--- config.mk ---
export PLATFORM = sky130hd
export DESIGN_NAME = qvc_period_capture
export DESIGN_NICKNAME = d
export VERILOG_FILES = /design/src/rtl/qvc_pkg.sv /design/src/rtl/qvc_edge_sync.sv /design/src/rtl/qvc_event_gen.sv /design/src/rtl/qvc_postscaler.sv /design/src/rtl/qvc_period_capture.sv
export SDC_FILE = /design/constraint.sdc
export NUM_CORES = 1
export LEC_CHECK = 0
export BUFFER_PORTS_ARGS = -buffer_cell sky130_fd_sc_hd__buf_2
export CAP_MARGIN = 15
export CORE_AREA = 2 2 77 79
export CTS_CLUSTER_SIZE = 25
export DETAILED_ROUTE_END_ITERATION = 16
export DIE_AREA = 0 0 79 81
export PLACE_DENSITY = 0.61
export SETUP_SLACK_MARGIN = 0.15
export SYNTH_ARGS = -nofsm -noshare
export SYNTH_HDL_FRONTEND = slang
export SYNTH_SLANG_ARGS = --single-unit
--- constraint.sdc ---
create_clock -name clk -period 4.8 [get_ports clk]
set_input_delay 1.2 -clock clk [delete_from_list [all_inputs] [get_ports clk]]
set_output_delay 1.2 -clock clk [all_outputs]
set_load 0.01 [all_outputs]
--- src/rtl/qvc_pkg.sv ---
package qvc_pkg;

  typedef enum logic [1:0] {
    EVT_OFF = 2'd0,
    EVT_X2  = 2'd1,
    EVT_X4  = 2'd2
  } evt_mode_e;

  // Maps the mode code and the disable bit to an event decoding variant
  function automatic evt_mode_e decode_mode(input logic [2:0] code, input logic off);
    evt_mode_e m;
    m = EVT_OFF;
    if (!off) begin
      case (code)
        3'b001, 3'b010: m = EVT_X2;
        3'b101, 3'b110: m = EVT_X4;
        default:        m = EVT_OFF;
      endcase
    end
    return m;
  endfunction

endpackage

--- src/rtl/qvc_edge_sync.sv ---
module qvc_edge_sync #(
  parameter int STAGES = 2
) (
  input  logic clk,
  input  logic rst,
  input  logic raw,
  output logic edge_o
);
  // STAGES synchroniser flops followed by one history flop
  logic [STAGES:0] sh_q;

  always_ff @(posedge clk) begin
    if (rst) sh_q <= '0;
    else     sh_q <= {sh_q[STAGES-1:0], raw};
  end

  assign edge_o = sh_q[STAGES] ^ sh_q[STAGES-1];
endmodule

--- src/rtl/qvc_event_gen.sv ---
module qvc_event_gen
  import qvc_pkg::*;
(
  input  logic      clk,
  input  logic      rst,
  input  logic      edge_a,
  input  logic      edge_b,
  input  evt_mode_e mode,
  output logic      evt_q
);
  logic evt_d;

  always_comb begin
    unique case (mode)
      EVT_X2:  evt_d = edge_a;
      EVT_X4:  evt_d = edge_a | edge_b;   // coincident edges give one event
      default: evt_d = 1'b0;
    endcase
  end

  always_ff @(posedge clk) begin
    if (rst) evt_q <= 1'b0;
    else     evt_q <= evt_d;
  end
endmodule

--- src/rtl/qvc_postscaler.sv ---
module qvc_postscaler #(
  parameter int SEL_W = 2,
  parameter int CFG_W = 6,
  localparam int CNT_W = 2 * ((1 << SEL_W) - 1)
) (
  input  logic             clk,
  input  logic             rst,
  input  logic             evt,
  input  logic             en,
  input  logic [CFG_W-1:0] cfg,
  input  logic [SEL_W-1:0] sel,
  output logic             fire,
  output logic [CNT_W-1:0] cnt_o,
  output logic [CNT_W-1:0] lim_o
);
  logic [CFG_W-1:0] cfg_q;
  logic [CNT_W-1:0] cnt_q;
  logic [CNT_W:0]   span;
  logic             cfg_same;

  // Ratio is 4**sel; the terminal count is one below it
  assign span     = (CNT_W+1)'(1) << (2 * sel);
  assign lim_o    = CNT_W'(span - 1'b1);
  assign cfg_same = (cfg == cfg_q);
  assign fire     = evt && en && cfg_same && (cnt_q == lim_o);
  assign cnt_o    = cnt_q;

  always_ff @(posedge clk) begin
    if (rst) begin
      cfg_q <= '0;
      cnt_q <= '0;
    end else begin
      cfg_q <= cfg;
      if (!en || !cfg_same)  cnt_q <= '0;
      else if (fire)         cnt_q <= '0;
      else if (evt)          cnt_q <= cnt_q + 1'b1;
    end
  end
endmodule

--- src/rtl/qvc_period_capture.sv ---
module qvc_period_capture
  import qvc_pkg::*;
#(
  parameter int TMR_W       = 16,
  parameter int SYNC_STAGES = 2,
  parameter int SEL_W       = 2
) (
  input  logic             clk,
  input  logic             rst,
  input  logic             phase_a,
  input  logic             phase_b,
  input  logic             vel_disable,
  input  logic [2:0]       qmode,
  input  logic [SEL_W-1:0] post_sel,
  output logic [TMR_W-1:0] period_out,
  output logic             period_valid,
  output logic             tmr_ovf
);
  localparam int CFG_W = 1 + 3 + SEL_W;
  localparam int CNT_W = 2 * ((1 << SEL_W) - 1);
  localparam logic [TMR_W-1:0] TMR_MAX = '1;

  logic [1:0]       raw_ph;
  logic [1:0]       ph_edge;
  evt_mode_e        mode_w;
  logic             evt_q;
  logic             cap_fire;
  logic [CNT_W-1:0] div_cnt;
  logic [CNT_W-1:0] div_lim;
  logic [TMR_W-1:0] tmr_q;

  assign raw_ph = {phase_b, phase_a};
  assign mode_w = decode_mode(qmode, vel_disable);

  for (genvar g = 0; g < 2; g++) begin : g_phase
    qvc_edge_sync #(.STAGES(SYNC_STAGES)) u_sync (
      .clk    (clk),
      .rst    (rst),
      .raw    (raw_ph[g]),
      .edge_o (ph_edge[g])
    );
  end

  qvc_event_gen u_evt (
    .clk    (clk),
    .rst    (rst),
    .edge_a (ph_edge[0]),
    .edge_b (ph_edge[1]),
    .mode   (mode_w),
    .evt_q  (evt_q)
  );

  qvc_postscaler #(.SEL_W(SEL_W), .CFG_W(CFG_W)) u_ps (
    .clk   (clk),
    .rst   (rst),
    .evt   (evt_q),
    .en    (mode_w != EVT_OFF),
    .cfg   ({vel_disable, qmode, post_sel}),
    .sel   (post_sel),
    .fire  (cap_fire),
    .cnt_o (div_cnt),
    .lim_o (div_lim)
  );

  // Free-running, saturating period timer; a capture restarts it at zero
  always_ff @(posedge clk) begin
    if (rst)                  tmr_q <= '0;
    else if (cap_fire)        tmr_q <= '0;
    else if (tmr_q != TMR_MAX) tmr_q <= tmr_q + 1'b1;
  end

  always_ff @(posedge clk) begin
    if (rst) begin
      period_out   <= '0;
      period_valid <= 1'b0;
      tmr_ovf      <= 1'b0;
    end else begin
      period_valid <= cap_fire;
      if (cap_fire) begin
        period_out <= tmr_q;
        tmr_ovf    <= 1'b0;
      end else if (tmr_q == TMR_MAX) begin
        tmr_ovf    <= 1'b1;
      end
    end
  end
endmodule

# Word level (Yosys, flattened, before mapping)
# Index checks and enable logic that the tools add are counted.
# word_totals
output_inout_bits,18
inputBits,10
regBits,53
# op_classes
reduce_logical,11
shift,1
bitwise,3
mux,3
n_addsub,3
eq_ne,10
# op_table
operator,n
16-bit by 1-bit adder with 16-bit output (second input constant),1
16-bit equality test (second input constant),1
16-bit != test (second input constant),1
6-bit equality test,2
6-bit by 1-bit adder with 6-bit output (second input constant),1
3-bit equality test (second input constant),2
2-bit OR reduction,3
1-bit by 3-bit << shifter with 6-bit output (first input constant),1
6-bit by 1-bit subtractor with 6-bit output (second input constant),1
2-bit case mux with 2 select lines,1
3-bit by 1-bit equality test with 1-bit output (second input constant),1
3-bit by 2-bit equality test with 1-bit output (second input constant),1
1-bit logical AND,3
3-bit OR reduction,1
2-bit by 1-bit equality test with 1-bit output (second input constant),1
2-bit equality test (second input constant),1
1-bit zero test,2
2-bit two-way mux,1
1-bit case mux with 2 select lines,1
2-bit nonzero test,1
1-bit XOR,2
1-bit logical OR,1
1-bit bitwise OR,1

# Depth between registers and ports, before layout
# Gate-level depths: netlist (run 1).
# logic_depth
word_depth,9
depth_mapped,9
ltp_nobuf,8

# Hierarchy
# From an unflattened synthesis (run 1), not the netlist that was laid out.
# unflattened
hier_cells,255
area_unflattened_um2,2406.1
# by_module_without_submodules
module,seq_area_each_um2,instances,area_each_um2,cells_per_inst
qvc_period_capture,680.7,1,1545.2,167
qvc_postscaler,240.2,1,611.8,66
qvc_edge_sync,60.1,2,87.6,7
qvc_event_gen,20.0,1,73.8,8

# Least setup slack after synthesis (run 1)
# OpenSTA, ideal clock, no wires.
# synth_timing
kind,in2reg
start,input qmode[0]
end,register period_out[12]
setup_slack_ps,1434
t_required_ps,4683
stages,9
arrival_time_ps,3249
path_cell_list,xnor2_1 -> nor3_1 -> inv_1 -> ha_1 -> or4_4 -> or2_4 -> o31a_4 -> buf_6 -> a22o_1
# synth_via
elab_chain_cells,8
word_cells_on_any_way,13
cone_classes,eq/ne: 5; mux: 2; reduce/logical: 6
# synth_lines
element,line_no,text
"start, declared",qvc_period_capture.sv:13,"input logic [2:0] qmode,"
"3-bit equality test, or another cell as far along",qvc_pkg.sv:14,case (code)
2-bit OR reduction,qvc_pkg.sv:14,
2-bit case mux with 2 select lines,qvc_pkg.sv:14,
2-bit two-way mux,qvc_pkg.sv:13,if (!off) begin
2-bit nonzero test,qvc_period_capture.sv:57,".en (mode_w != EVT_OFF),"
1-bit logical AND,qvc_postscaler.sv:25,assign fire = evt && en && cfg_same && (cnt_q == lim_o);
1-bit logical AND (*) (2 in a row),qvc_postscaler.sv:25,
"end signal, assigned",qvc_period_capture.sv:80,period_out <= tmr_q;
"end, declared",qvc_period_capture.sv:15,"output logic [TMR_W-1:0] period_out,"
# Every way passes the cells marked *; elsewhere a longest branch is shown, timed or not.
# A chain may end at the register's enable or synchronous reset.

# Worst setup path after layout (run 1)
# layout_timing
start,input qmode[0]
end,register period_out[2]
# Same word-level chain as after synthesis.

==> results.md, run 1 <==
* Status: complete, no violations
* Vias in the first global route at between 1000 and 1500
* Slew Limit Fails at 0
* First-pass GRT wire length at about 6.7 mm
* Worst Tran Pin Value at 0.875 ns
* Vias post-DR at about 1600
* F_max at between 0.2 and 0.3 GHz
* Clock buffer depth at 2
* RSZ-0062 raised after global routing: false
* Slowest stage cell on the critical path: nor4_4
* # Post-CTS Setup Buffers at 0
* Crit path capture type: flip-flop
* Die width at between 70 and 80 µm
* Antenna violations before repair at 0
* CTS buffer count at 5
* Reg clk slew, reported paths at around 0.09 ns
* Worst-Skew Late Latency at around 0.31 ns
* Area share of and/or/nand/nor cells after synthesis at between 20 and 25%
* Starting Density at around two fifths
* Distinct cells, synth at 34
* Leakage at about 1 nW
* Final wirelength at a little under 4 mm
* Worst Path Required at about 5.1 ns
* Post-synthesis mux area share at between 1 and 1.5%
* DRT Pass-1 Iters at 4
* MaxCap Viol Count at 0
* CP arrival at ~3.7 ns
* Final setup vio count at 0
* Max IR drop VDD at approximately 0.11 mV
* Die Span Y at just over 80 µm
* CP Launch Type: input pin
* WL/cell at about 12 µm
* Synth Area in XOR/XNOR at a little over a tenth
* Top Family by Delay on Critical Path: simple AND/OR/NAND/NOR gates
* Compound-Gate Fraction of Synth Area at approximately 11%
* Mapped Cells at about 210
* Final hold violation count at 0
* YS warnings at 0
* Bufs and invs on worst path at 2
* Avg Cell Area, Syn at 10.1 µm²
* CP max FO at 17
* HPWL Detailed at roughly 2.7 mm
* Antenna cell count at 0
* Layout Area Growth over Synthesis at 13.3%
* Minimum clock period at 3.44 ns
* Finished Layout Cells at 317
* Critical path cell sequence: buf_2 -> xnor2_1 -> nor3_1 -> inv_1 -> ha_1 -> or4_4 -> or2_4 -> nor4_4 -> a22o_1
* Resize count post-CTS at 0
* H-tree Lvls at 2
* CTS tree: done
* Largest family of logic cells by synthesized area: simple AND/OR/NAND/NOR gates
* Tot GR Track Use at a little over an eighth
* HP Class: reg -> reg
* Net count, final at around 260
* Sequential share of the synthesized area at about half
* RD Place Congestion at about 0.74
* Layout cells sized above 1 at 16.9%
* Max Clock Skew at ~0.0054 ns
* Crit share post-route at about 72%
* Syn_nets at 230
* Total gr overflow at 0
* DR vias/cell at about 4.9
* Post-Syn Area at between 0.002 and 0.0025 mm²
* Adder-cell area share of the yosys netlist at under 10%
* Synthesized flop and latch total at between 50 and 60
* Clk sink count at 53
* Standard-cell row count at 28
* Fill count at approximately 580
* Clock root buffer: clkbuf_8
* DRT antenna net count at 0
* Inst Count DP at between 300 and 400
* DRC Markers at 0
* Setup TNS at 0 ns
* DRT iter0 DRCs at 60
* Hold_buf cts at 0
* Max stage delay on crit path at roughly 0.66 ns
* Largest net degree at the start of global routing at 18
* Slew headroom at approximately 41%
* PwrDens at between 300 and 400 mW/mm²
* Io pins at 28
* Critical path class: in -> reg
* Die ar. at between 0.006 and 0.007 mm²
* Core area at 0.00568 mm²
* Buffers added on ports at 27
==> registers in the layout, summed over array words and instances, names as in the netlist <==
signal               count
tmr_ovf                  1
u_evt.evt_q              1
period_out              16
g_phase.u_sync.sh_q      6
u_ps.cnt_o               6
tmr_q                   16
period_valid             1
u_ps.cfg_q               6
==> metal layers <==
| layer | up-vias | part of all wire, % | global-route usage (%) |
|---|---|---|---|
| met1 | 729 | 53 | 17.8 |
| met4 | 0 | 1.7 | 5.17 |
| met5 | - | 0 | 0 |
| met3 | 5 | 3.7 | 3.44 |
| li1 | 807 | - | - |
| met2 | 23 | 41 | 20.1 |
==> synthesized netlist by cell type <==
library cell	n	share of area (%)
or4_1	2	0.69
nor2b_1	12	3.5
a31oi_1	3	0.87
nand2_1	5	0.87
clkbuf_1	4	0.69
or2_2	1	0.29
or2_4	1	0.40
o21ai_0	2	0.46
xor2_1	16	6.5
inv_1	4	0.69
nor3_1	6	1.4
a21oi_1	3	0.69
xnor2_1	10	4.0
a22o_1	16	6.5
nor4_4	1	0.98
o31ai_1	1	0.35
nand2b_1	1	0.29
and3_1	5	1.4
o21ai_1	1	0.23
o31ai_4	1	0.98
buf_6	2	1.0
nand3_1	9	2.1
and4_1	2	0.81
ha_1	6	3.5
nand4_1	11	3.2
nor2_1	27	4.7
nor4_1	1	0.29
nor4b_1	1	0.40
mux2i_1	3	1.4
or4_4	1	0.52
a211oi_1	1	0.35
o31a_4	1	0.81
buf_2	1	0.23
dfxtp_1	53	49
==> path summary, 6_finish.rpt <==
check | end | slack (ns) | startpoint | cells after the start
setup / recovery | period_out[2] | 1.36 | qmode[0] | 9
hold / removal | g_phase[1].u_sync.sh_q[1] | 0.44 | g_phase[1].u_sync.sh_q[0] | 1
setup reg to reg | period_out[2] | 2.53 | u_ps.cnt_o[0] | 5
hold reg to reg | g_phase[1].u_sync.sh_q[1] | 0.44 | g_phase[1].u_sync.sh_q[0] | 1
==> layout make-up <==
class / count / area (µm²) / share of cell area, %
flip-flops and latches: 53 / 1060 / 43.2
inverters: 4 / 15.0 / 0.612
well taps: 75 / 93.8 / 3.82
clock inverters: 1 / 5.00 / 0.204
clock buffers: 7 / 96.3 / 3.93
repair buffers: 27 / 135 / 5.51
multi-input cells: 150 / 1050 / 42.7
==> stage by stage <==
step | hold WS (ns) | setup WS (ns) | instance area, µm² | util [%] | power (W)
after global placement | 0.415 | 1.06 | 2350 | 41.4 | 0.000501
after detailed placement | 0.424 | 1.05 | 2350 | 41.4 | 0.000501
after floorplan | 0.414 | 1.43 | 2170 | - | 0.000489
final | 0.443 | 1.36 | 2450 | 43.2 | 0.000765
after CTS | 0.447 | 1.36 | 2450 | 43.2 | 0.000773
after global routing | 0.457 | 1.15 | 2450 | 43.2 | 0.000801
==> power breakdown <==
group / total, W / leakage (nW) / internal (W) / switching [W]
registers: 0.000452 / 0.430 / 0.000446 / 0.00000536
clock network: 0.000274 / 0.0542 / 0.000131 / 0.000144
logic: 0.0000387 / 0.507 / 0.0000174 / 0.0000213
==> cells by family (layout without fill, tap and decap cells) <==
family / Yosys count / in the layout
and+or+nand+nor: 86 / 86
DFF: 53 / 53
AOI/OAI and AO/OA: 29 / 29
xor gates and xnor gates: 26 / 26
buffers and inverters: 11 / 39
adders and majority gates: 6 / 6
muxes: 3 / 3
==> placed cells by master, fill, tap and decap left out, drive strengths merged <==
cell type / count
a22o: 16
nor4b: 1
or4: 3
xnor2: 10
o31a: 1
xor2: 16
and4: 2
nand4: 11
nand3: 9
a211oi: 1
and3: 5
a31oi: 3
mux2i: 3
or2: 2
clkbuf: 7
o21ai: 3
nor3: 6
clkinv: 1
ha: 6
nor4: 2
nand2b: 1
inv: 4
nand2: 5
nor2: 27
nor2b: 12
o31ai: 2
dfxtp: 53
a21oi: 3
buf: 27
No activity file was read; power rests on OpenSTA's default activity.
==> run 2: changes to the inputs <==
--- a/config.mk
+++ b/config.mk
@@ -5,13 +5,14 @@
 export SDC_FILE = /design/constraint.sdc
 export NUM_CORES = 1
 export LEC_CHECK = 0
+export ABC_AREA = 1
 export BUFFER_PORTS_ARGS = -buffer_cell sky130_fd_sc_hd__buf_2
 export CAP_MARGIN = 15
-export CORE_AREA = 2 2 77 79
+export CORE_AREA = 2 2 81 83
 export CTS_CLUSTER_SIZE = 25
 export DETAILED_ROUTE_END_ITERATION = 16
-export DIE_AREA = 0 0 79 81
-export PLACE_DENSITY = 0.61
+export DIE_AREA = 0 0 83 85
+export PLACE_DENSITY = 0.63
 export SETUP_SLACK_MARGIN = 0.15
 export SYNTH_ARGS = -nofsm -noshare
 export SYNTH_HDL_FRONTEND = slang
==> constraint.sdc (replaced) <==
create_clock -name clk -period 3.15 [get_ports clk]
set_input_delay 0.7875 -clock clk [delete_from_list [all_inputs] [get_ports clk]]
set_output_delay 0.7875 -clock clk [all_outputs]
set_load 0.01 [all_outputs]
==> run 2 against run 1 <==
Net effect: wire length grew 17%; sequential share of layout area shrank 4.5 points; power grew 59%; via count grew 31%; synthesized area grew 12%; synthesized cell count grew 56%; cell count grew 38%.
==> results.md, run 2 <==
* HP Class: reg -> reg
* Largest net degree at the start of global routing at 34 (+16)
* Bufs and invs on worst path at 3 (+1)
* Largest regs: period_out x16, tmr_q x16
* Critical path cell sequence: buf_2 -> inv_2 -> nand2_1 -> ha_1 -> inv_1 -> nand2_1 -> nand2_1 -> nor2_1 -> nand2_2 -> nor2_8 -> nand2_4 -> nand2_4 -> nor2_1
* Sequential share of power at 56.5% (-2.6 points)
* Io pins at 28 (unchanged)
* Buffers added on ports at 27 (unchanged)
* F_max at about 0.44 GHz
* H-tree Lvls at 2 (unchanged)
* CP Launch Type: input pin
* Die Span Y at 85 µm (+4.9%)
* Sequential share of the synthesized area at 43.6% (-5.4 points)
* Leakage at 1.26 nW (+28%)
* Top cells by area, synth: dfxtp_1, nor2_1, nand2_1
* RD Place Congestion at 0.823 (+11%)
* Vias in the first global route at 1966 (+37%)
* Clk sink count at 53 (unchanged)
* Hold-critical path depth at 2 (+1)
* Most Used Layer, Global Route: met2
* Pint at 0.000942 W (+58%)
* Share of the synthesized area in the top cell type at 43.6% (-5.4 points)
* Hold_buf cts at 0 (unchanged)
* Crit path capture type: flip-flop
* Vias post-DR at 2042 (+31%)
* # Post-CTS Setup Buffers at 0 (unchanged)
* Final wirelength at 4.58 mm (+17%)
* Reg clk slew, reported paths at 0.10 ns (about the same)
* Total gr overflow at 0 (unchanged)
* Post-synth EDFFs at 0 (unchanged)
* Setup TNS at 0 ns (unchanged)
* FF/Latch Area at 0.00106 mm² (unchanged)
* Post-Syn Area at 0.00243 mm² (+12%)
* CTS buffer count at 5 (unchanged)
* Synth Area in XOR/XNOR at 6.48% (-4.0 points)
* Comb pwr share at 5.4% (+0.3 points)
* CP max FO at 18 (+1)
* Tot GR Track Use at 14.1% (+0.91 points)
* Met1 usage at 16.3% (-1.5 points)
* Most frequent cell after synthesis: nor2_1
* Worst reg2reg path depth at 8 (+3)
* Fill count at 647 (+11%)
* Switch Pwr at 0.000275 W (+61%)
* Max stage delay on crit path at 0.30 ns (-0.36 ns)
* CP arrival at 2.46 ns (-1.23 ns)
* Worst Path Required at 3.35 ns (-1.70 ns)
* Die ar. at 0.00706 mm² (+10%)
* Status: complete, no violations
* Commonest cells after routing, fill and taps aside: nor2_1, nand2_1, dfxtp_1
* Hold Path End: g_phase[1].u_sync.sh_q[1]
* Mapped Cells at 333 (+56%)
* Syn_nets at 349 (+52%)
* Resize count post-CTS at 0 (unchanged)
* DRT iter0 DRCs at 140 (+130%)
* Slew headroom at 73.3% (+32 points)
* Top Family by Delay on Critical Path: simple AND/OR/NAND/NOR gates
* DRT Pass-1 Iters at 4 (unchanged)
* Crit share post-route at between 70% and 80%
* Synthesized flop and latch total at 53 (unchanged)
* Post-synthesis async set-or-reset flop share at 0% (unchanged)
* Clock root buffer: clkbuf_8
* Compound-Gate Fraction of Synth Area at 1.85% (-9.4 points)
* Met3 Track Usage GR at 3.40% (-0.040 points)
* Area leader, netlist: dfxtp_1
* Adder-cell area share of the yosys netlist at 3.08% (-0.38 points)
* Top post-synthesis cells by count: nor2_1, nand2_1, dfxtp_1, inv_1, nand3_1
* Critical path class: in -> reg
* Slowest stage cell on the critical path: ha_1
* PwrDens at 444 mW/mm² (+42%)
* Clock buffer depth at 2 (unchanged)
* Flop2flop setup slack at 1.39 ns (-1.14 ns)
* HPWL Detailed at 3.28 mm (+22%)
* Final hold violation count at 0 (unchanged)
* Starting Density at 39.2% (+1.1 points)
* Clock power share at 38.1% (+2.2 points)
* Area share of and/or/nand/nor cells after synthesis at 36.9% (+15 points)
* Predominant post-synthesis flop cell: dfxtp_1
* MaxCap Viol Count at 0 (unchanged)
* Largest family of logic cells by synthesized area: simple AND/OR/NAND/NOR gates
* Met2 usage at 24.7% (+4.6 points)
* Slew Limit Fails at 0 (unchanged)
* Distinct cells, synth at 25 (-26%)
* Core area at 0.00620 mm² (+9.3%)
* DRC Markers at 0 (unchanged)
* Final setup vio count at 0 (unchanged)
* DRT antenna net count at 0 (unchanged)
* Standard-cell row count at 29 (+3.6%)
* Layout Area Growth over Synthesis at 12.6%
* First-pass GRT wire length at 8.18 mm (+22%)
* Max IR drop VDD at 0.202 mV (+85%)
* Antenna cell count at 0 (unchanged)
* Worst Tran Pin Value at 0.399 ns (-0.476 ns)
* Post-synthesis mux area share at 0.411% (-0.98 points)
* Hold Crit Start: g_phase[1].u_sync.sh_q[0]
* Beginning of the worst register-to-register path: tmr_q[0]
* Area of the multi-input gates at 0.00119 mm² (+13%)
* Antenna violations before repair at 0 (unchanged)
* Terminus of the critical flop-to-flop path: tmr_q[1]
* CTS tree: done
* RSZ-0062 raised after global routing: false
* DR vias/cell at 4.66 (-5.5%)
* Most common cell after layout, fill and taps aside: nor2_1
* Minimum clock period at roughly 2.3 ns
* Max Clock Skew at 0.0108 ns (+0.00541 ns)
* Worst-Skew Late Latency at 0.31 ns (about the same)
* Crit-path most repeated cell: nand2_1
* Sw frac at 22.6% (+0.31 points)
* WL/cell at 10.5 µm (-15%)
* Final Util at 44.2% (+0.93 points)
* Avg Cell Area, Syn at 7.31 µm² (-28%)
* Net count, final at 376 (+46%)
* Layout cells sized above 1 at 13.9% (-3.1 points)
* Die width at 83 µm (+5.1%)
* YS warnings at 0 (unchanged)
run 2: cell count changes after synthesis, moves of 3 or more:
cell	previous run	this run
inv_2	0	6
xor2_1	16	9
a31oi_1	3	0
nand2_1	5	68
inv_1	4	28
nor2b_1	12	0
and3_1	5	0
nand3_1	9	28
a21oi_1	3	6
a22o_1	16	0
nand4_1	11	18
nor2_1	27	78
nor3_1	6	2
run 2: area by class of cell:
type / instances / area share [%]
Inverter: 35 / 4.79
Multi-Input combinational cell: 236 / 43.3
Sequential cell: 53 / 38.7
Timing Repair Buffer: 29 / 5.48
Clock buffer: 5 / 2.51
Tap cell: 77 / 3.52
Clock inverter: 3 / 1.69
run 2: worst max path at each step:
stage                 from        end  slack [ns]  cells after the start
2_1_floorplan     qmode[0]   tmr_q[0]        0.82                     13
3_3_place_gp   post_sel[1]  tmr_q[11]        0.61                     13
3_5_place_dp   post_sel[1]  tmr_q[11]        0.54                     13
6_report       post_sel[1]  tmr_q[11]        0.88                     13
5_1_grt           qmode[1]   tmr_q[9]        0.66                     13
4_1_cts        post_sel[1]  tmr_q[11]        0.87                     13
run 2: logic make-up (layout without fill, tap and decap cells):
| family | Yosys count | after routing |
|---|---|---|
| AO/OA/AOI/OAI | 9 | 9 |
| XOR/XNOR | 18 | 18 |
| adder cells (fa/ha/maj) | 6 | 6 |
| buffers and inverters | 44 | 72 |
| flip-flops | 53 | 53 |
| multiplexers | 1 | 1 |
| AND/OR/NAND/NOR | 202 | 202 |
run 2: worst reg2reg max path, cell delays in order, from the launching register on:
cell and delay, ns:
dfxtp_1 0.42, ha_1 0.24, nand3_1 0.16, inv_1 0.11, nand2_1 0.12, nor2_4 0.37, nor2_1 0.08, a21oi_1 0.12
nor2_1 0.04
run 2: power groups by stage:
| stage | logic [W] | clock network [W] | registers, W |
|---|---|---|---|
| final | 0.0000654 | 0.000463 | 0.000688 |
| after global routing | 0.0000766 | 0.000507 | 0.000690 |
| after CTS | 0.0000662 | 0.000484 | 0.000688 |
| after detailed placement | 0.0000661 | 0 | 0.000703 |
| after global placement | 0.0000642 | 0 | 0.000703 |
| after floorplan | 0.0000494 | 0 | 0.000702 |
run 2: through the flow:
| step | setup slack [ns] | instance area [µm²] | power [W] | hold WS (ns) | cells |
|---|---|---|---|---|---|
| 2_1_floorplan | 0.820 | 2430 | 0.000751 | 0.388 | 333 |
| 6_report | 0.882 | 2740 | 0.00122 | 0.406 | 438 |
| 3_5_place_dp | 0.537 | 2630 | 0.000769 | 0.392 | 430 |
| 4_1_cts | 0.873 | 2740 | 0.00124 | 0.407 | 438 |
| 5_1_grt | 0.658 | 2740 | 0.00127 | 0.445 | 438 |
| 3_3_place_gp | 0.613 | 2630 | 0.000767 | 0.389 | 430 |
run 2: per-layer routing:
layer	part of all wire, %	up-vias
met1	48	906
li1	-	1101
met5	0	-
met2	47	29
met3	3.8	6
met4	1.6	0
